<file path="config.mk">
export PLATFORM = sky130hd
export DESIGN_NAME = flash_wp_ctrl
export DESIGN_NICKNAME = d
export VERILOG_FILES = /design/src/rtl/flash_wp_ctrl.sv
export SDC_FILE = /design/constraint.sdc
export NUM_CORES = 1
export LEC_CHECK = 0
export CAP_MARGIN = 20
export CORE_MARGIN = 2
export CORE_UTILIZATION = 35
export DETAILED_ROUTE_END_ITERATION = 7
export PLACE_DENSITY = 0.76
export SYNTH_ARGS = -nofsm -noshare
export SYNTH_HDL_FRONTEND = slang
export SYNTH_SLANG_ARGS = --single-unit
</file>
<file path="constraint.sdc">
create_clock -name clk -period 1.55 [get_ports clk]
set_input_delay 0.31 -clock clk [delete_from_list [all_inputs] [get_ports clk]]
set_output_delay 0.31 -clock clk [all_outputs]
set_load 0.01 [all_outputs]
</file>
<file path="src/rtl/flash_wp_ctrl.sv">
module flash_wp_ctrl #(
  parameter int SECTORS      = 4,
  parameter int SECTOR_BYTES = 32768,
  parameter int ADDR_W       = $clog2(SECTORS * SECTOR_BYTES)
) (
  input  logic              clk,
  input  logic              rst_n,
  input  logic              cs_n,
  input  logic              wp_n,
  input  logic              req_valid,
  input  logic [2:0]        req_op,
  input  logic [ADDR_W-1:0] req_addr,
  input  logic [7:0]        req_data,
  output logic              grant,
  output logic              deny,
  output logic              sr_commit,
  output logic              err_flag,
  output logic [7:0]        status
);

  localparam logic [2:0] OP_SET  = 3'd1;
  localparam logic [2:0] OP_CLR  = 3'd2;
  localparam logic [2:0] OP_PROG = 3'd3;
  localparam logic [2:0] OP_ERAS = 3'd4;
  localparam logic [2:0] OP_WRST = 3'd5;

  localparam longint TOTAL = longint'(SECTORS) * SECTOR_BYTES;
  localparam logic [ADDR_W:0] LIM_QTR  = (ADDR_W+1)'(TOTAL - TOTAL / 4);
  localparam logic [ADDR_W:0] LIM_HALF = (ADDR_W+1)'(TOTAL / 2);

  logic       wel, wpen, pend, cs_q, wp_q;
  logic [1:0] bp;
  logic [7:0] nd;

  wire cs_rise = cs_n & ~cs_q;
  wire wp_fall = wp_q & ~wp_n;
  wire [ADDR_W:0] a_ext = {1'b0, req_addr};
  wire locked = (bp == 2'b11) ||
                (bp == 2'b10 && a_ext >= LIM_HALF) ||
                (bp == 2'b01 && a_ext >= LIM_QTR);
  wire wr_op = (req_op == OP_PROG) || (req_op == OP_ERAS);

  assign status = {wpen, 3'b000, bp, wel, pend};

  always_ff @(posedge clk or negedge rst_n) begin
    if (!rst_n) begin
      wel <= 1'b0; wpen <= 1'b0; bp <= 2'b00; pend <= 1'b0; nd <= 8'h00;
      cs_q <= 1'b1; wp_q <= 1'b1;
      grant <= 1'b0; deny <= 1'b0; sr_commit <= 1'b0; err_flag <= 1'b0;
    end else begin
      cs_q <= cs_n;
      wp_q <= wp_n;
      grant <= 1'b0;
      deny <= 1'b0;
      sr_commit <= 1'b0;
      if (pend) begin
        if (cs_rise) begin
          wpen <= nd[7];
          bp <= nd[3:2];
          sr_commit <= 1'b1;
          pend <= 1'b0;
          wel <= 1'b0;
        end else if (wp_fall && wpen && !cs_n) begin
          deny <= 1'b1;
          pend <= 1'b0;
          wel <= 1'b0;
        end
      end else if (req_valid) begin
        case (req_op)
          OP_SET: wel <= 1'b1;
          OP_CLR: wel <= 1'b0;
          OP_PROG, OP_ERAS: begin
            if (!wel) deny <= 1'b1;
            else if (locked) begin
              deny <= 1'b1; err_flag <= 1'b1; wel <= 1'b0;
            end else begin
              grant <= 1'b1; wel <= 1'b0;
            end
          end
          OP_WRST: begin
            if (!wel || (wpen && !wp_n)) begin
              deny <= 1'b1; wel <= 1'b0;
            end else begin
              pend <= 1'b1; nd <= req_data;
            end
          end
          default: ;
        endcase
      end
    end
  end

  a_r11_one_outcome: assert property (@(posedge clk) disable iff (!rst_n)
    $onehot0({grant, deny, sr_commit}));

  a_r3_latch_needed: assert property (@(posedge clk) disable iff (!rst_n)
    (req_valid && !pend && wr_op && !wel) |=> (deny && !grant));

  a_r5_grant_clears_latch: assert property (@(posedge clk) disable iff (!rst_n)
    grant |-> !wel);

  a_r4_err_sticky: assert property (@(posedge clk) disable iff (!rst_n)
    err_flag |=> err_flag);

  a_r6_pin_blocks: assert property (@(posedge clk) disable iff (!rst_n)
    (req_valid && !pend && req_op == OP_WRST && wpen && !wp_n) |=> (deny && !pend));

  a_r9_pin_ignored: assert property (@(posedge clk) disable iff (!rst_n)
    (pend && !wpen && !cs_n) |=> !deny);

  a_r7_commit_state: assert property (@(posedge clk) disable iff (!rst_n)
    sr_commit |-> (!wel && !pend && cs_q));

endmodule

</file>
==> results.md <==
* Post-Layout Cell Count at between 100 and 150
* Final Hold Viols at 0
* Row cnt at 16
* Clk_lat worst skew at 0.29 ns
* Final wirelength at between 1000 and 1500 µm
* Critical Path AT at 1.17 ns
* DRC at 0
* First-pass GRT wire length at 2480 µm
* Synthesis-to-layout area growth at 46.5%
* Area leader, netlist: dfrtp_1
* CP required at between 1 and 1.5 ns
* Crit path launch type: register
* Sw Ratio at 0.261
* # setup viols final at 0
* Starting DRC count in detailed routing at 1
* CP Cell Sequence: clkdlybuf4s50_1
* Clock Power Share at 0.263
* Syn Inst Count at 64
* Avg Inst Size Synth at roughly 11 µm²
* Distinct cells, synth at 28
* Die width at between 40 and 50 µm
* YS warnings at 0
* Dpl cells at between 100 and 150
* RSZ-0062 raised after global routing: no
* Clock skew at roughly 0.0053 ns
* Gr usage total at 0.141
* Register area share after synthesis at 0.506
* Layout cells sized above 1 at 0.274
* Nets at ~130
* Top cell type's share of synthesized area at 0.431
* Antenna diodes at 0
* Hold-fix buffers, CTS at 0
* Pint at 740 µW
* Final worst path period share at 0.958
* Psw at 262 µW
* Max-cap viol count at 0
* CP max FO at 2
* Netlist Area Pre-Place at between 600 and 700 µm²
* Worst VDD drop at about 680 µV
* Initial Util at 0.363
* Port Buffers at 21
* Final min period at roughly 1.5 ns
* Combinational fraction of design power at 0.274
* WL/cell at between 10 and 15 µm
* Routed Antenna Nets at 0
* Final Max Slew Viols at 0
* Buf+Inv Stages, Crit Path at 1
* CP startpoint: pend
* Maximum buffer depth of the clock tree at 2
* Core Util, Final at 0.531
* Outcome: complete, no violations
* CTS clk-pin slew, worst paths at 0.09 ns
* Router iterations before antenna repair at 3
* Hold WC Path Type: primary input to async pin
* Register share of total power at 0.463
* Clock tree from TritonCTS: yes
* Dominant cells by area after synthesis: dfrtp_1 (43%), dfstp_2 (7.5%), buf_4 (6.5%)
* Pin count of the biggest net entering global routing at 15
* Via count at slightly below 600
* Fmax at 0.673 GHz
* Antenna violations before repair at 0
* Post-synthesis register bit count at 14
* Root buf cell: clkbuf_4
* Vias in the first global route at 616
* DIE AREA at 2360 µm²
* Kind of end point of the critical path: output port
* Num ports at 45
* RD Place Congestion at a little under 0.9
* GRT overflow at 0
* Power Total at 1000 µW
* Crit-path slowest cell: clkdlybuf4s50_1
* Launching point of the worst reg2reg path: wpen
* Lkg Pwr at roughly 0.00053 µW
* Core Box Area at ~1900 µm²
* H-tree lvl count at 1
* Top cell family by delay on the critical path: buffers and inverters
* Cts bufs inserted at 3
* TritonCTS Sinks at 14
* Cell Pwr Density at ~980 nW/µm²
* Crit-path max cell delay at about 0.53 ns
* DP HPWL at 1120 µm
* Via density at 4.73
* Die Height at 48.6 µm
* CP Class: register to output port
## flip-flops by register name, indices dropped and copies added (netlist names)
| register | flops |
|---|---|
| bp | 2 |
| nd | 3 |
| wpen | 1 |
| wel | 1 |
| grant | 1 |
| cs_q | 1 |
| deny | 1 |
| err_flag | 1 |
| wp_q | 1 |
| sr_commit | 1 |
| pend | 1 |
## synthesized netlist by cell type
cell and n:
dfrtp_1 12, a31o_2 1, conb_1 1, mux2_4 3
or2b_1 1, inv_1 4, o22ai_1 1, o211ai_1 1
and2b_1 1, a31oi_1 1, nor3_1 2, nand2b_4 1
nand2_1 4, or2_1 1, mux2_2 3, o21bai_1 1
and2b_2 1, o21ai_0 1, o2111ai_1 1, a21oi_1 4
dfstp_2 2, nor2_1 4, nand3_1 1, buf_4 6
nand4_1 1, nand2b_1 3, xor2_1 1, o311ai_1 1
## cell type report
type,count,area [µm²]
fill,176,901
sequential,14,353
multi-input combinational,42,294
timing repair buffer,31,289
clock buffer,4,36.3
tap,27,33.8
inverter,4,15.0
## placed cells by master, fill, tap and decap left out, types with 2 or more instances in the layout
| cell | Yosys | layout |
|---|---|---|
| mux2_4 | 3 | 3 |
| nor2_1 | 4 | 4 |
| nand2b_1 | 3 | 2 |
| inv_1 | 4 | 4 |
| mux2_2 | 3 | 3 |
| dfrtp_1 | 12 | 12 |
| nand2_1 | 4 | 4 |
| clkdlybuf4s50_1 | 0 | 18 |
| a21oi_1 | 4 | 4 |
| nor3_1 | 2 | 2 |
| conb_1 | 1 | 3 |
| dlymetal6s2s_1 | 0 | 2 |
| buf_4 | 6 | 10 |
| clkbuf_4 | 0 | 3 |
| dfstp_2 | 2 | 2 |
## power by group through the flow
stage	Clock, µW	Sequential [µW]	Combinational, µW
2_1_floorplan	0	475	139
3_3_place_gp	0	474	257
3_5_place_dp	0	478	263
4_1_cts	278	464	279
5_1_grt	294	475	295
6_report	263	464	275
## layer usage
metal / vias up / track usage / wire [µm] / share of wire
met2: 24 / 0.235 / 712 / 0.49
li1: 274 / - / - / -
met4: 0 / 0.0762 / 31 / 0.021
met3: 7 / 0.0710 / 102 / 0.070
met5: - / 0 / 0 / 0
met1: 272 / 0.142 / 611 / 0.42
## logic make-up (layout without fill, tap and decap cells)
family,Yosys count,in the layout,share of synthesized area
AOI/OAI and AO/OA,12,12,0.113
and+or+nand+nor,20,20,0.163
buffers and inverters,10,39,0.0862
DFF,14,14,0.506
xor gates and xnor gates,1,1,0.0126
muxes,6,6,0.113
other,1,3,0.00538
## stage by stage
| step | hold slack, ns | TNS, ns | setup WS, ns | area, µm² |
|---|---|---|---|---|
| floorplan | 0.0144 | 0 | 0.345 | 704 |
| finish | 0.338 | 0 | 0.0652 | 1020 |
| global placement | 0.460 | -0.970 | -0.222 | 963 |
| global route | 0.345 | 0 | 0.0221 | 1020 |
| detailed placement | 0.469 | -1.21 | -0.260 | 963 |
| CTS | 0.340 | 0 | 0.0241 | 1010 |
## final timing paths
check / endpoint / slack (ns) / cells after the start
setup / recovery: status[0] / 0.07 / 1
hold / removal: grant / 0.34 / 2
setup reg to reg: nd[2] / 0.23 / 4
hold reg to reg: err_flag / 0.48 / 1
max in group asynchronous: wp_q / 0.98 / 2
min in group clk: wp_q / 0.44 / 1
## worst reg2reg max path, stage by stage, from the launching register on
cell	delay, ns
dfrtp_1	0.41
nand2b_2	0.12
nand4_1	0.16
nand2b_4	0.21
mux2_4	0.30
## repair_timing
action / 4_1_cts / 5_1_grt
setup endpoints to repair: 3 / 3
resized for setup: 1 / 3
setup buffers: 2 / 0
Note: power is estimated with default switching activity, not from simulation.
